[config.mk]
export PLATFORM = sky130hd
export DESIGN_NAME = sem_bank2p
export DESIGN_NICKNAME = d
export VERILOG_FILES = /design/src/rtl/sem_bank_pkg.sv /design/src/rtl/sem_flag.sv /design/src/rtl/sem_port.sv /design/src/rtl/sem_bank2p.sv
export SDC_FILE = /design/constraint.sdc
export NUM_CORES = 1
export LEC_CHECK = 0
export BUFFER_PORTS_ARGS = -buffer_cell sky130_fd_sc_hd__buf_4
export CAP_MARGIN = 15
export CORE_UTILIZATION = 46
export CTS_CLUSTER_DIAMETER = 120
export DETAILED_ROUTE_END_ITERATION = 16
export PLACE_DENSITY = 0.85
export SLEW_MARGIN = 30
export SYNTH_ARGS = -nofsm -noshare
export SYNTH_HDL_FRONTEND = slang
export SYNTH_SLANG_ARGS = --single-unit
[constraint.sdc]
create_clock -name clk -period 1.7 [get_ports clk]
set_input_delay 0.085 -clock clk [delete_from_list [all_inputs] [get_ports clk]]
set_output_delay 0.085 -clock clk [all_outputs]
set_load 0.02 [all_outputs]
[src/rtl/sem_bank_pkg.sv]
package sem_bank_pkg;

  // Token holder of one flag
  typedef enum logic [1:0] {
    HOLD_NONE  = 2'd0,
    HOLD_LEFT  = 2'd1,
    HOLD_RIGHT = 2'd2
  } holder_e;

endpackage

[src/rtl/sem_flag.sv]
// One lock flag: an active-low request latch per side plus the current holder.
module sem_flag
  import sem_bank_pkg::*;
(
  input  logic clk,
  input  logic rst_n,
  input  logic l_hit,   // left write to this flag
  input  logic l_bit,   // left write bit: 0 request, 1 release
  input  logic r_hit,
  input  logic r_bit,
  output logic l_owns,
  output logic r_owns
);

  logic    req_l, req_r;     // 0 = request outstanding
  logic    nreq_l, nreq_r;
  holder_e state, nstate;

  always_comb begin
    nreq_l = l_hit ? l_bit : req_l;
    nreq_r = r_hit ? r_bit : req_r;
    nstate = state;
    unique case (state)
      // a free flag goes to the requester, left first on a tie
      HOLD_NONE: begin
        if (!nreq_l)      nstate = HOLD_LEFT;
        else if (!nreq_r) nstate = HOLD_RIGHT;
      end
      // on release, hand over to a pending other side
      HOLD_LEFT: begin
        if (nreq_l) nstate = nreq_r ? HOLD_NONE : HOLD_RIGHT;
      end
      HOLD_RIGHT: begin
        if (nreq_r) nstate = nreq_l ? HOLD_NONE : HOLD_LEFT;
      end
      default: nstate = HOLD_NONE;
    endcase
  end

  // every latch starts released and the flag starts free
  always_ff @(posedge clk or negedge rst_n) begin
    if (!rst_n) begin
      req_l <= 1'b1;
      req_r <= 1'b1;
      state <= HOLD_NONE;
    end else begin
      req_l <= nreq_l;
      req_r <= nreq_r;
      state <= nstate;
    end
  end

  assign l_owns = (state == HOLD_LEFT);
  assign r_owns = (state == HOLD_RIGHT);

endmodule

[src/rtl/sem_port.sv]
// Access decode and read capture for one side.
module sem_port #(
  parameter int NUM_FLAGS = 8,
  parameter int ADDR_W    = 12,
  parameter int DATA_W    = 16
) (
  input  logic                 clk,
  input  logic                 rst_n,
  input  logic                 sel,
  input  logic                 we,
  input  logic                 oe,
  input  logic [ADDR_W-1:0]    addr,
  input  logic [DATA_W-1:0]    wdata,
  input  logic [NUM_FLAGS-1:0] owns,     // this side holds flag i
  output logic [NUM_FLAGS-1:0] hit,      // one-hot write strobe
  output logic                 wbit,
  output logic [DATA_W-1:0]    rdata
);

  localparam int IDX_W = $clog2(NUM_FLAGS);

  logic [IDX_W-1:0] idx;
  logic             rd_act, rd_q;
  logic             unused_hi;

  // only the low index bits decode; R2: only data bit 0 is taken
  assign idx       = addr[IDX_W-1:0];
  assign wbit      = wdata[0];
  assign unused_hi = ^{addr[ADDR_W-1:IDX_W], wdata[DATA_W-1:1]};

  for (genvar g = 0; g < NUM_FLAGS; g++) begin : g_dec
    assign hit[g] = sel & we & (idx == IDX_W'(g));
  end

  assign rd_act = sel & oe & ~we;

  // capture on the first active edge, hold while active
  // the flag bit fills the whole word
  always_ff @(posedge clk or negedge rst_n) begin
    if (!rst_n) begin
      rd_q  <= 1'b0;
      rdata <= '1;
    end else begin
      rd_q <= rd_act;
      if (rd_act && !rd_q) rdata <= {DATA_W{~owns[idx]}};
    end
  end

endmodule

[src/rtl/sem_bank2p.sv]
module sem_bank2p #(
  parameter int NUM_FLAGS = 8,
  parameter int ADDR_W    = 12,
  parameter int DATA_W    = 16
) (
  input  logic              clk,
  input  logic              rst_n,
  input  logic              l_sel,
  input  logic              l_we,
  input  logic              l_oe,
  input  logic [ADDR_W-1:0] l_addr,
  input  logic [DATA_W-1:0] l_wdata,
  output logic [DATA_W-1:0] l_rdata,
  input  logic              r_sel,
  input  logic              r_we,
  input  logic              r_oe,
  input  logic [ADDR_W-1:0] r_addr,
  input  logic [DATA_W-1:0] r_wdata,
  output logic [DATA_W-1:0] r_rdata
);

  logic [NUM_FLAGS-1:0] own_l, own_r;
  logic [NUM_FLAGS-1:0] hit_l, hit_r;
  logic                 bit_l, bit_r;

  sem_port #(.NUM_FLAGS(NUM_FLAGS), .ADDR_W(ADDR_W), .DATA_W(DATA_W)) u_left (
    .clk(clk), .rst_n(rst_n), .sel(l_sel), .we(l_we), .oe(l_oe),
    .addr(l_addr), .wdata(l_wdata), .owns(own_l),
    .hit(hit_l), .wbit(bit_l), .rdata(l_rdata)
  );

  sem_port #(.NUM_FLAGS(NUM_FLAGS), .ADDR_W(ADDR_W), .DATA_W(DATA_W)) u_right (
    .clk(clk), .rst_n(rst_n), .sel(r_sel), .we(r_we), .oe(r_oe),
    .addr(r_addr), .wdata(r_wdata), .owns(own_r),
    .hit(hit_r), .wbit(bit_r), .rdata(r_rdata)
  );

  for (genvar f = 0; f < NUM_FLAGS; f++) begin : g_flag
    sem_flag u_flag (
      .clk(clk), .rst_n(rst_n),
      .l_hit(hit_l[f]), .l_bit(bit_l),
      .r_hit(hit_r[f]), .r_bit(bit_r),
      .l_owns(own_l[f]), .r_owns(own_r[f])
    );
  end

endmodule

==> summary.txt <==
outcome - finished clean
RSZ-0062 raised after global routing - false
Hold Crit Class - input port to flip-flop
FMAX - 607 MHz
core footprint - 0.00412 mm²
crit path kind - input port to flip-flop
TritonCTS clock tree - built
synthesized area per cell - 10.2 µm²
top cell family by delay on the critical path - simple AND/OR/NAND/NOR gates
Worst slew margin - 70.5%
WP data required - 1.91 ns
syn_nets - 262
Worst Path Max Fanout - 4
hold buffers post-CTS - 3
Final period util - 96.9%
WHS - 0.0264 ns
H-Tree Depth - 2
layout cell share with drive strength beyond 1 - 39.6%
ys flop type - dfstp_2
die area - 0.00468 mm²
largest family of logic cells by synthesized area - simple AND/OR/NAND/NOR gates
YS warnings - 0
Post-Synth Simple-Gate Area - 20.6%
first-pass GRT wire length - 6450 µm
final setup violation count - 0
Synth Area in Compound Gates - 10.2%
largest net degree at the start of global routing - 37
Post-CTS Setup Bufs - 0
initial core utilization - 49.3%
vias per cell - 5.50
layout overhead on the synthesized area - 14.4%
Synth Cell Area - 0.00203 mm²
final wirelength - 3960 µm
num rows - 23
Routability Congestion - 0.733
Post-CTS Resized - 0
slowest CP cell - dlygate4sd3_1
Die X - 68.4 µm
ranking of synthesized cells by area - dfstp_2, dfrtp_1, buf_4
Ant. Diodes - 0
Reg clk slew, reported paths - 0.07 ns
detailed router's first-iteration violation count - 115
antenna violations before repair - 0
GRT Util Overall - 19.5%
flop-to-flop setup slack - 0.29 ns
share of the synthesized area in the top cell type - 23.3%
Max Slew Vio Count - 0
Power Density - 1500 mW/mm²
WP buf/inv - 2
dpl hpwl - 2900 µm
Fin Setup TNS - 0 ns
crit path capture type - flip-flop
Top-Level Pins - 96
CP Launch Type - input port
drt drc - 0
Post-Syn Instances - 198
setup skew after layout - 0.00949 ns
post-synth cell types - 32
Post-Synth XOR/XNOR Area - 0%
Final ANT Viol Nets - 0
number of buffers added on ports - 47
Vias - 1497
max_cap viols - 0
vias in the first global route - 1425
Worst-Skew Late Latency - 0.29 ns
slowest stage delay, CP - 0.52 ns
Yosys top cell by area - dfstp_2
leakage power - 0.00106 µW
Clock Sinks - 36
#FFs+latches synth - 36
worst path cell trace - dlygate4sd3_1 -> buf_4 -> nand3b_1 -> or3_4 -> or3b_1 -> a31oi_1
Adder-Cell Fraction of Synth Area - 0%
worst vdd ir - 566 µV
Hold Vio Cnt, Final - 0
Post-synth EDFFs - 0
post-synthesis mux area share - 9.51%
Crit path arrival time - 1.85 ns
height of the die - 68.4 µm
nets@finish - 285
Async S/R FF share, synth - 100%
DRT Pass-1 Iters - 4
CTS buffer count - 5
Tmin final - 1.65 ns
total chip power - 3490 µW
CTS Root Cell - clkbuf_8
Clock Tree Buf Depth - 2
Remaining Overflow, GRT - 0
Slew @ Worst Pin - 0.443 ns
sequential share of the synthesized area - 45.6%
Routed WL per cell - 14.6 µm
[sequential cells by signal (all words and copies together) (netlist names)]
| register | count |
|---|---|
| u_left.rd_q | 1 |
| g_flag.u_flag.req_l | 8 |
| g_flag.u_flag.state | 16 |
| u_right.rdata | 1 |
| u_right.rd_q | 1 |
| u_left.rdata | 1 |
| g_flag.u_flag.req_r | 8 |
[tightest hold or removal path, cell delays in order]
cell	delay (ns)
buf_4	0.11
nand2_1	0.06
nor2_1	0.04
[Yosys cell counts, types with 2 or more instances]
cell type and n:
nand3b_1 10, nand2b_1 9, or3b_2 6, nor2_1 17
clkbuf_1 2, buf_2 2, dfstp_2 18, or3b_1 2
dfrtp_1 18, buf_4 30, inv_1 12, or3_1 3
mux2_2 8, nand2_1 14, a31oi_1 9, o211a_1 8
nor3b_1 4, mux2i_1 8, nor3_1 2, o31ai_1 2
nand3_1 3
[final cells by class]
cell class / instances / area, µm²
well taps: 50 / 62.6
flip-flops and latches: 36 / 923
repair buffers: 50 / 383
fillers: 356 / 1800
multi-input cells: 116 / 816
inverters: 12 / 45.0
clock buffers: 8 / 90.1
[kinds of logic (layout without fill, tap and decap cells)]
group | after synthesis | after routing
flip-flops | 36 | 36
AND/OR/NAND/NOR | 73 | 73
multiplexers | 17 | 17
buffers and inverters | 46 | 70
AO/OA/AOI/OAI | 26 | 26
[through the flow]
stage / cell area [µm²] / utilization [%] / instances / worst slack (ns)
2_1_floorplan: 2030 / - / 198 / 0.365
3_3_place_gp: 2200 / 53.5 / 261 / 0.261
3_5_place_dp: 2200 / 53.5 / 261 / 0.196
4_1_cts: 2320 / 56.4 / 272 / 0.0536
5_1_grt: 2320 / 56.4 / 272 / 0.0220
6_report: 2320 / 56.4 / 272 / 0.0529
[path summary, 6_finish.rpt]
kind | start | end | cells past startpoint
max | r_we | g_flag[0].u_flag.state[0]$_DFFE_PN0P_ | 6
min in group asynchronous | rst_n | g_flag[0].u_flag.state[1]$_DFFE_PN0P_ | 2
min reg2reg | u_left.rd_q$_DFF_PN0_ | u_left.rdata[0]$_DFFE_PN1P_ | 2
max in group asynchronous | rst_n | g_flag[3].u_flag.req_r$_DFF_PN1_ | 2
max reg2reg | g_flag[5].u_flag.state[1]$_DFFE_PN0P_ | u_right.rdata[0]$_DFFE_PN1P_ | 4
min | l_oe | u_left.rd_q$_DFF_PN0_ | 3
[cells in the final DEF, fill, tap and decap left out, types with 3 or more instances in the layout]
| master | instances |
|---|---|
| nand2_1 | 14 |
| nand2b_1 | 9 |
| clkbuf_8 | 6 |
| dlygate4sd3_1 | 3 |
| nand3_1 | 3 |
| a31oi_1 | 9 |
| o211a_1 | 8 |
| dfstp_2 | 18 |
| mux2i_1 | 8 |
| buf_4 | 47 |
| nor2_1 | 17 |
| or3_1 | 3 |
| nand3b_1 | 10 |
| mux2_2 | 8 |
| inv_1 | 12 |
| dfrtp_1 | 18 |
| or3b_2 | 6 |
| nor3b_1 | 4 |
[per-layer routing]
layer	vias to the layer above	GRT usage (%)	routed length, µm
met5	-	0	0
met4	0	13.0	142
met3	13	6.17	318
met2	70	32.8	1910
met1	710	20.8	1580
li1	704	-	-
[power by group]
group          leakage (µW)  internal [µW]  total (µW)  switching [µW]
clock             0.0000455            330         623             293
sequential         0.000409           1230        1550             320
combinational      0.000606            654        1320             662
Note: power is estimated with default switching activity, not from simulation.
